**config.mk**
```make
export PLATFORM = sky130hd
export DESIGN_NAME = fadd_unit
export DESIGN_NICKNAME = d
export VERILOG_FILES = /design/src/rtl/fadd_pkg.sv /design/src/rtl/fadd_lod.sv /design/src/rtl/fadd_order.sv /design/src/rtl/fadd_align.sv /design/src/rtl/fadd_norm.sv /design/src/rtl/fadd_unit.sv
export SDC_FILE = /design/constraint.sdc
export NUM_CORES = 1
export LEC_CHECK = 0
export BUFFER_PORTS_ARGS = -buffer_cell sky130_fd_sc_hd__buf_2
export CAP_MARGIN = 25
export CORE_ASPECT_RATIO = 1.5
export CORE_MARGIN = 5
export CORE_UTILIZATION = 45
export DETAILED_ROUTE_END_ITERATION = 12
export SYNTH_ARGS = -nofsm -noshare
export SYNTH_HDL_FRONTEND = slang
export SYNTH_SLANG_ARGS = --single-unit
```
**constraint.sdc**
```tcl
create_clock -name clk -period 12.4 [get_ports clk]
set_input_delay 1.86 -clock clk [delete_from_list [all_inputs] [get_ports clk]]
set_output_delay 1.86 -clock clk [all_outputs]
set_load 0.01 [all_outputs]
```
**src/rtl/fadd_pkg.sv**
```systemverilog
package fadd_pkg;
    // bit positions inside the op code
    localparam int OPB_NEG = 0;   // invert the sign of b (subtract)
    localparam int OPB_CVT = 1;   // integer-to-float conversion
endpackage

```
**src/rtl/fadd_lod.sv**
```systemverilog
module fadd_lod #(
    parameter int W  = 18,
    localparam int PW = (W > 1) ? $clog2(W) : 1
) (
    input  logic [W-1:0]  vec,
    output logic          found,
    output logic [PW-1:0] pos
);
    // priority search from lsb upward: the highest set bit wins,
    // all-zero input ends with found low
    always_comb begin
        found = 1'b0;
        pos   = '0;
        for (int i = 0; i < W; i++) begin
            if (vec[i]) begin
                found = 1'b1;
                pos   = PW'(i);
            end
        end
    end
endmodule

```
**src/rtl/fadd_order.sv**
```systemverilog
module fadd_order
    import fadd_pkg::*;
#(
    parameter int EXP_W = 8,
    parameter int MAN_W = 18,
    localparam int W     = 1 + EXP_W + MAN_W,
    localparam int MAG_W = EXP_W + MAN_W,
    localparam int BIAS  = (1 << (EXP_W - 1)) - 1
) (
    input  logic [W-1:0]     a,
    input  logic [W-1:0]     b,
    input  logic [1:0]       op,
    output logic             sgn,
    output logic             eff_sub,
    output logic [EXP_W-1:0] exp_big,
    output logic [MAN_W-1:0] man_big,
    output logic [EXP_W-1:0] exp_sml,
    output logic [MAN_W-1:0] man_sml
);
    logic             sgn_a, sgn_b;
    logic [MAG_W-1:0] mag_a, mag_b;
    logic             a_ge;

    always_comb begin
        sgn_a = a[W-1];
        sgn_b = b[W-1] ^ op[OPB_NEG];
        mag_a = a[MAG_W-1:0];
        mag_b = b[MAG_W-1:0];
        a_ge  = (mag_a >= mag_b);

        if (op[OPB_CVT]) begin
            // integer enters as an unnormalized mantissa with the
            // exponent that makes bit MAN_W-1 worth 2^(MAN_W-1)
            sgn     = 1'b0;
            eff_sub = 1'b0;
            exp_big = EXP_W'(BIAS + MAN_W - 1);
            man_big = a[MAN_W-1:0];
            exp_sml = '0;
            man_sml = '0;
        end else begin
            eff_sub = sgn_a ^ sgn_b;
            if (a_ge) begin
                sgn     = sgn_a;
                exp_big = mag_a[MAG_W-1:MAN_W];
                man_big = mag_a[MAN_W-1:0];
                exp_sml = mag_b[MAG_W-1:MAN_W];
                man_sml = mag_b[MAN_W-1:0];
            end else begin
                sgn     = sgn_b;
                exp_big = mag_b[MAG_W-1:MAN_W];
                man_big = mag_b[MAN_W-1:0];
                exp_sml = mag_a[MAG_W-1:MAN_W];
                man_sml = mag_a[MAN_W-1:0];
            end
        end
    end
endmodule

```
**src/rtl/fadd_align.sv**
```systemverilog
module fadd_align #(
    parameter int EXP_W = 8,
    parameter int MAN_W = 18
) (
    input  logic             eff_sub,
    input  logic [EXP_W-1:0] exp_big,
    input  logic [MAN_W-1:0] man_big,
    input  logic [EXP_W-1:0] exp_sml,
    input  logic [MAN_W-1:0] man_sml,
    output logic [MAN_W:0]   sum
);
    logic [EXP_W-1:0] diff;
    logic [MAN_W-1:0] shifted;

    always_comb begin
        diff = exp_big - exp_sml;
        if (diff >= EXP_W'(MAN_W))
            shifted = '0;
        else
            shifted = man_sml >> diff;   // truncating alignment
        if (eff_sub)
            sum = {1'b0, man_big} - {1'b0, shifted};
        else
            sum = {1'b0, man_big} + {1'b0, shifted};
    end
endmodule

```
**src/rtl/fadd_norm.sv**
```systemverilog
module fadd_norm #(
    parameter int EXP_W = 8,
    parameter int MAN_W = 18,
    localparam int W  = 1 + EXP_W + MAN_W,
    localparam int PW = (MAN_W > 1) ? $clog2(MAN_W) : 1
) (
    input  logic             clk,
    input  logic             rst,
    input  logic             sgn,
    input  logic [EXP_W-1:0] exp_in,
    input  logic [MAN_W:0]   sum,
    output logic [W-1:0]     word
);
    logic          found;
    logic [PW-1:0] pos;
    logic [PW:0]   lz;
    logic [EXP_W:0] e_wide, e_up, e_dn;
    logic [MAN_W-1:0] man_sh;

    fadd_lod #(.W(MAN_W)) u_lod (
        .vec   (sum[MAN_W-1:0]),
        .found (found),
        .pos   (pos)
    );

    always_comb begin
        lz     = (PW+1)'(MAN_W - 1) - {1'b0, pos};
        e_wide = {1'b0, exp_in};
        e_up   = e_wide + 1'b1;
        e_dn   = e_wide - (EXP_W+1)'(lz);
        man_sh = sum[MAN_W-1:0] << lz;
        if (sum == '0) begin
            word = '0;
        end else if (sum[MAN_W]) begin
            word = {sgn, e_up[EXP_W-1:0], sum[MAN_W:1]};
        end else if (e_wide <= (EXP_W+1)'(lz)) begin
            word = '0;                               // underflow flush
        end else begin
            word = {sgn, e_dn[EXP_W-1:0], man_sh};
        end
    end

    // the detector points at a set bit whenever it reports one
    p_lod_hit_r6: assert property (@(posedge clk) disable iff (rst)
        found |-> sum[pos]);
endmodule

```
**src/rtl/fadd_unit.sv**
```systemverilog
module fadd_unit #(
    parameter int EXP_W = 8,
    parameter int MAN_W = 18,
    localparam int W = 1 + EXP_W + MAN_W
) (
    input  logic         clk,
    input  logic         rst,
    input  logic         start,
    input  logic [1:0]   op,
    input  logic [W-1:0] a_in,
    input  logic [W-1:0] b_in,
    output logic [W-1:0] result,
    output logic         done
);
    typedef struct packed {
        logic             vld;
        logic             sgn;
        logic             eff_sub;
        logic [EXP_W-1:0] exp_big;
        logic [MAN_W-1:0] man_big;
        logic [EXP_W-1:0] exp_sml;
        logic [MAN_W-1:0] man_sml;
    } ord_t;

    typedef struct packed {
        logic             vld;
        logic             sgn;
        logic [EXP_W-1:0] exp;
        logic [MAN_W:0]   sum;
    } alg_t;

    typedef struct packed {
        logic         vld;
        logic [W-1:0] word;
    } out_t;

    typedef struct packed {
        ord_t s1;
        alg_t s2;
        out_t s3;
    } pipe_t;

    pipe_t st_d, st_q;

    logic             o_sgn, o_sub;
    logic [EXP_W-1:0] o_eb, o_es;
    logic [MAN_W-1:0] o_mb, o_ms;
    logic [MAN_W:0]   a_sum;
    logic [W-1:0]     n_word;

    fadd_order #(.EXP_W(EXP_W), .MAN_W(MAN_W)) u_order (
        .a       (a_in),
        .b       (b_in),
        .op      (op),
        .sgn     (o_sgn),
        .eff_sub (o_sub),
        .exp_big (o_eb),
        .man_big (o_mb),
        .exp_sml (o_es),
        .man_sml (o_ms)
    );

    fadd_align #(.EXP_W(EXP_W), .MAN_W(MAN_W)) u_align (
        .eff_sub (st_q.s1.eff_sub),
        .exp_big (st_q.s1.exp_big),
        .man_big (st_q.s1.man_big),
        .exp_sml (st_q.s1.exp_sml),
        .man_sml (st_q.s1.man_sml),
        .sum     (a_sum)
    );

    fadd_norm #(.EXP_W(EXP_W), .MAN_W(MAN_W)) u_norm (
        .clk    (clk),
        .rst    (rst),
        .sgn    (st_q.s2.sgn),
        .exp_in (st_q.s2.exp),
        .sum    (st_q.s2.sum),
        .word   (n_word)
    );

    always_comb begin
        st_d = st_q;
        // step 1: compare and order
        st_d.s1.vld     = start;
        st_d.s1.sgn     = o_sgn;
        st_d.s1.eff_sub = o_sub;
        st_d.s1.exp_big = o_eb;
        st_d.s1.man_big = o_mb;
        st_d.s1.exp_sml = o_es;
        st_d.s1.man_sml = o_ms;
        // step 2: align and add/subtract
        st_d.s2.vld = st_q.s1.vld;
        st_d.s2.sgn = st_q.s1.sgn;
        st_d.s2.exp = st_q.s1.exp_big;
        st_d.s2.sum = a_sum;
        // step 3: renormalize, hold the word between operations
        st_d.s3.vld = st_q.s2.vld;
        if (st_q.s2.vld)
            st_d.s3.word = n_word;
    end

    always_ff @(posedge clk) begin
        if (rst) st_q <= '0;
        else     st_q <= st_d;
    end

    assign result = st_q.s3.word;
    assign done   = st_q.s3.vld;

    // every start yields done three edges later
    p_latency_r2: assert property (@(posedge clk) disable iff (rst)
        start |=> ##2 done);
    // done never appears without a start three edges earlier
    p_done_src_r2: assert property (@(posedge clk) disable iff (rst)
        done |-> $past(start, 3));
    // result is held while no operation completes
    p_hold_r2: assert property (@(posedge clk) disable iff (rst)
        !done |-> $stable(result));
    // registered ordering never places the smaller magnitude on top
    p_order_r3: assert property (@(posedge clk) disable iff (rst)
        st_q.s1.vld |-> {st_q.s1.exp_big, st_q.s1.man_big} >=
                        {st_q.s1.exp_sml, st_q.s1.man_sml});
    // nonzero results are normalized with a legal exponent
    p_norm_form_r1: assert property (@(posedge clk) disable iff (rst)
        (done && result != '0) |->
            (result[MAN_W-1] && result[W-2:MAN_W] != '0));
    // a zero mantissa only comes as the all-zero word
    p_zero_word_r7: assert property (@(posedge clk) disable iff (rst)
        (done && result[MAN_W-1:0] == '0) |-> result == '0);
endmodule

```
## Word level (Yosys, flattened, before mapping)

Cells that the tools add are included.
Widths: inputs -> output; s select.

| storage, ports and cells | value |
|---|---|
| logic and storage cells | 58 |
| bits of input ports | 59 |
| register bits | 112 |
| output and inout port bits | 28 |

| operators by class | value |
|---|---|
| order comparisons | 3 |
| mux-type cells | 29 |
| reduce and logical (&&, ||, !) cells | 2 |
| shifts and indexed selects | 2 |
| $add $sub $neg | 6 |
| bitwise logic cells | 2 |

Operators with widths:

| kind | number |
|---|---|
| $mux 27 | 3 |
| $mux 5 | 16 |
| $mux 18 | 4 |
| $ge 26x26->1 | 1 |
| $mux 8 | 3 |
| $add 18x18->19 | 1 |
| $logic_not 19->1 | 1 |
| $mux 19 | 1 |
| $sub 18x18->19 | 1 |
| $shl 18x6->18 | 1 |
| $shr 18x8->18 | 1 |
| $add 8x1->8 const B | 1 |
| $ge 8x5->1 const B | 1 |
| $le 8x6->1 | 1 |
| $sub 8x6->8 | 1 |
| $sub 8x8->8 | 1 |
| $sub 5x5->6 const A | 1 |
| $mux 1 | 2 |
| $reduce_or 2->1 | 1 |
| $xor 1x1->1 | 2 |

## Depth between registers and ports, before layout

| depth | value |
|---|---|
| depth in word-level cells | 22 |
| mapped depth | 25 |

## Hierarchy

A second synthesis with hierarchy kept.

| second synthesis, totals | value |
|---|---|
| cells, all modules | 1156 |
| area total of the unflattened synthesis | 9766.9 um^2 |

Modules (own cells, without submodules):

| module | times used | sequential area each (um^2) | cells an instance | area an instance (um^2) |
|---|---|---|---|---|
| fadd_unit | 1 | 2242.2 | 293 | 3463.3 |
| fadd_align | 1 | 0.0 | 385 | 2747.6 |
| fadd_order | 1 | 0.0 | 222 | 1776.7 |
| fadd_norm | 1 | 0.0 | 225 | 1597.8 |
| fadd_lod | 1 | 0.0 | 31 | 181.4 |

## Least setup slack after synthesis

OpenSTA, ideal clock, no wires.

| path | value |
|---|---|
| kind | reg2reg |
| start point | register st_q[33] (netlist name) |
| end point | register st_q, in the netlist result[10] |
| buffers on the path | 4 |
| path slack | 7361 ps |
| setup time | 129 ps |
| arrival | 4909 ps |
| stages on the path, launching flop included | 21 |
| cell sequence | dfxtp_1 -> clkbuf_1 -> o311ai_0 -> a311o_1 -> a21oi_1 -> nor2_1 -> inv_2 -> buf_1 -> ha_1 -> clkbuf_1 -> inv_1 -> clkbuf_1 -> ha_1 -> nand2b_1 -> a21boi_0 -> o21a_1 -> o31a_1 -> o311ai_1 -> nor2_1 -> a2111oi_0 -> o21ai_1 |

| on the way | value |
|---|---|
| word-level cells in the longest chain between the ends | 18 |

RTL lines:

| item | RTL line | RTL |
|---|---|---|
| start: declaration | fadd_unit.sv:43 | `pipe_t st_d, st_q;` |
| start signal: assignment | fadd_unit.sv:104 | `else st_q <= st_d;` |
| $mux 5 (13 in a row) | fadd_lod.sv:15 | `if (vec[i]) begin` |
| $sub 5x5->6 | fadd_norm.sv:27 | `lz = (PW+1)'(MAN_W - 1) - {1'b0, pos};` |
| $le 8x6->1 or $shl 18x6->18 (tied branches) | fadd_norm.sv:36, fadd_norm.sv:31 |  |
| $mux 27 | fadd_norm.sv:36 | `end else if (e_wide <= (EXP_W+1)'(lz)) begin` |
| $mux 27 | fadd_norm.sv:34 | `end else if (sum[MAN_W]) begin` |
| $mux 27 (*) | fadd_norm.sv:32 | `if (sum == '0) begin` |

Every way passes the cells marked *; elsewhere a longest branch is shown, timed or not.
A chain may end at the register's enable or synchronous reset.

## Worst setup path after layout

| path | value |
|---|---|
| start point | register st_q, in the netlist st_d[47] |
| end point | register st_q[46] (netlist name) |

| on the way | value |
|---|---|
| word-level cells in the longest chain between the ends | 5 |

RTL lines:

| item | RTL line | RTL |
|---|---|---|
| $sub 8x8->8 (*) | fadd_align.sv:16 | `diff = exp_big - exp_sml;` |
| $ge 8x5->1 or $shr 18x8->18 (tied branches) | fadd_align.sv:17, fadd_align.sv:20 |  |
| $mux 18 (*) | fadd_align.sv:17 | `if (diff >= EXP_W'(MAN_W))` |
| $add 18x18->19 or $sub 18x18->19 (tied branches) | fadd_align.sv:24, fadd_align.sv:22 |  |
| $mux 19 (*) | fadd_align.sv:21 | `if (eff_sub)` |

Marked as above.

==> summary.md <==
| Metric | Value |
|---|---|
| Clock-pin transition on the worst setup and hold timing paths | approximately 0.080 ns |
| Placed Instances | approximately 1400 |
| Remaining Overflow, GRT | 0 |
| Hpwl dp | between 20 and 25 mm |
| Post_cts resized | 0 |
| Cells after Synth | between 1000 and 1500 |
| CTS buffer count | 9 |
| First-pass GRT wire length | 44.4 mm |
| Clock Latency Late Sink | approximately 0.36 ns |
| Synthesis Warnings | 0 |
| Final WL | 27.6 mm |
| Hold Buf Count CTS | 0 |
| Final Max Slew Viols | 0 |
| Crit. End Element | flip-flop |
| Hold crit path type | flip-flop to flip-flop |
| Arr. time, crit path | between 6 and 7 ns |
| Power Total | between 2000 and 2500 uW |
| Buffer levels on the longest clock path | 2 |
| Via Count | 8672 |
| Wire per inst | 19.6 um |
| H-tree Lvls | 3 |
| Avg Cell Area, Syn | 8.01 um2 |
| R2R Setup Slk | approximately 6.3 ns |
| Final ANT Viol Nets | 0 |
| RSZ-0062 raised after global routing | false |
| Asr flop ratio synth | 0% |
| Area Overhead vs Synth | 7.71% |
| Die area | approximately 23000 um2 |
| Die Span X | ~130 um |
| Crit share post-route | about half |
| CP peak stage delay | ~0.65 ns |
| Synth cell types | 86 |
| PortBufs | 86 |
| Critical path launch point type | flip-flop |
| Standard-cell row count | between 60 and 70 |
| Syn Std Cell Area | 9110 um2 |
| Achievable Freq | approximately 160 MHz |
| Max-cap viol count | 0 |
| Pwr Density | 210 nW/um2 |
| EDFF count, synth | 0 |
| Worst Max-Slew Pin Slew | a little under 0.9 ns |
| Final hold viol count | 0 |
| Cell family with most CP delay | compound AO/OA/AOI/OAI gates |
| Synth Net Count | about 1300 |
| Sequence of cells on the critical path | inv_1 -> ha_1 -> inv_1 -> fa_1 -> xor2_2 -> mux4_1 -> o21ai_0 -> nand3_1 -> a21o_1 -> ha_1 -> nor2_1 -> xor2_1 -> ha_1 -> a21oi_1 -> o21ai_0 -> a2111oi_0 -> o21bai_1 -> a41oi_1 -> a211o_1 -> o21ai_0 -> nor2b_1 -> mux2_1 |
| Fraction of layout cells with a size suffix above 1 | between 10% and 20% |
| Worst path slowest cell | xor2_2 |
| IO Pins | 87 |
| Setup CP Type | flip-flop to flip-flop |
| Peak supply drop | 0.0879 mV |
| Max-slew headroom | between 40 and 50% |
| DR iter-0 viols | 725 |
| Core area | a little under 20000 um2 |
| Maximum number of pins on one net before global-route repair | 77 |
| Placer congestion estimate | between 0.9 and 1 |
| TritonCTS clock tree | built |
| Tmin final | approximately 6.1 ns |
| Ant diodes | 0 |
| Critical path fanouts, max | 17 |
| # fillers | between 2000 and 2500 |
| Average via count per standard cell | around 6.1 |
| CP Buf/Inv Count | 2 |
| Outcome | finished, final reports clean |
| Initial Util | 45.9% |
| Sequential area share after synthesis | around 25% |
| Post-layout nets | 1270 |
| Pleak | between 0.004 and 0.005 uW |
| Setup bufs post-CTS | 0 |
| TNS Setup | 0 ns |
| CP Data Required Time | between 10 and 15 ns |
| Layout Cells excl Fill | 1412 |
| Clock root cell | clkbuf_16 |
| DRC viols | 0 |
| Ys flop type | dfxtp_1 |
| Gr usage total | between 20% and 30% |
| Drt first pass iters | 5 |
| # clock sinks | roughly 110 |
| Initial antenna violation count | 0 |
| Setup violations, final | 0 |
| Vias in the first global route | between 8000 and 9000 |
| Clock skew | approximately 0.013 ns |
| Post-synthesis register bit count | between 100 and 150 |
| Die Ht | about 180 um |
[cell type report]
| type | instances | area, um2 | area share [%] |
|---|---|---|---|
| clock inverters | 7 | 108 | 1.10 |
| clock buffers | 9 | 225 | 2.29 |
| multi-input cells | 861 | 6140 | 62.6 |
| repair buffers | 97 | 526 | 5.35 |
| well taps | 260 | 325 | 3.31 |
| flip-flops and latches | 112 | 2240 | 22.8 |
| inverters | 66 | 248 | 2.52 |
[worst reg2reg max path: cells and delay by family, from the launching register on]
kind | cells | cell delay, ns
multiplexers | 2 | 0.98
AND/OR/NAND/NOR | 3 | 0.43
AO/OA/AOI/OAI | 9 | 2.16
buffers and inverters | 2 | 0.14
flip-flops | 1 | 0.30
XOR/XNOR | 2 | 0.81
adder cells (fa/ha/maj) | 4 | 1.19
[sequential cells by signal, summed over array words and instances (netlist names)]
signal	count
st_d	11
done	1
st_q	73
result	27
[cell families (layout without fill, tap and decap cells)]
logic type / after synthesis / after routing / synth area share, %
compound gates: 371 / 371 / 27.0
simple gates: 326 / 326 / 18.0
buf+inv: 165 / 179 / 8.17
flops: 112 / 112 / 24.6
fa+ha+maj: 64 / 64 / 9.03
mux: 58 / 58 / 9.11
xor+xnor: 41 / 41 / 4.10
other cells: 1 / 1 / 0.0411
[layout by cell type, fill, tap and decap left out, types with 16 or more instances in the layout]
master    instances
dfxtp_1         112
a21oi_1         105
nor2_1           86
buf_2            86
o21ai_0          75
inv_1            63
ha_1             61
nand2_1          58
nand3_1          57
mux2i_1          29
o31ai_1          28
nor2b_1          23
a211oi_1         23
xor2_1           22
nor3_1           22
or4_1            18
a21o_1           17
xnor2_1          17
mux4_2           16
[per-stage QoR]
| stage | worst slack, ns | hold WS [ns] | area [um2] | util (%) |
|---|---|---|---|---|
| floorplan | 7.36 | 0.414 | 9110 | - |
| global placement | 6.53 | 0.440 | 9470 | 47.7 |
| detailed placement | 6.46 | 0.437 | 9470 | 47.7 |
| CTS | 6.40 | 0.458 | 9800 | 49.3 |
| global route | 5.90 | 0.481 | 9820 | 49.4 |
| finish | 6.29 | 0.449 | 9820 | 49.4 |
[per-layer routing]
metal | GRT usage, % | vias up | part of all wire, %
met4 | 12.9 | 0 | 5.7
met1 | 24.3 | 4086 | 38
met3 | 3.33 | 91 | 4.0
met5 | 0 | - | 0
met2 | 44.9 | 298 | 52
li1 | - | 4197 | -
[worst paths after layout]
| path | start | endpoint | cells past startpoint |
|---|---|---|---|
| worst max-delay path | st_d[47]$_SDFF_PP0_ | st_q[46]$_SDFF_PP0_ | 22 |
| worst min-delay path | result[10]$_SDFFE_PP0P_ | result[10]$_SDFFE_PP0P_ | 2 |
| worst max register to register | st_d[47]$_SDFF_PP0_ | st_q[46]$_SDFF_PP0_ | 22 |
| worst min register to register | result[10]$_SDFFE_PP0P_ | result[10]$_SDFFE_PP0P_ | 2 |
[Yosys cell counts, types with 12 or more instances]
cell	instances	area (um2)
dfxtp_1	112	2240
a21oi_1	105	526
nor2_1	86	323
o21ai_0	76	380
inv_1	63	236
ha_1	61	763
clkbuf_1	58	218
nand2_1	58	218
nand3_1	57	285
buf_4	30	225
mux2i_1	29	290
o31ai_1	28	210
a211oi_1	23	173
nor2b_1	23	144
nor3_1	22	110
xor2_1	22	193
or4_1	18	135
a21o_1	17	128
xnor2_1	17	149
mux4_2	16	360
nand2b_1	14	87.6
o21a_1	14	105
and3_1	12	75.1
[power breakdown]
| group | internal [uW] | total [uW] | switching [uW] |
|---|---|---|---|
| clock | 165 | 317 | 152 |
| sequential | 407 | 480 | 73.3 |
| combinational | 495 | 1270 | 771 |
(Power assumes the default switching activity.)
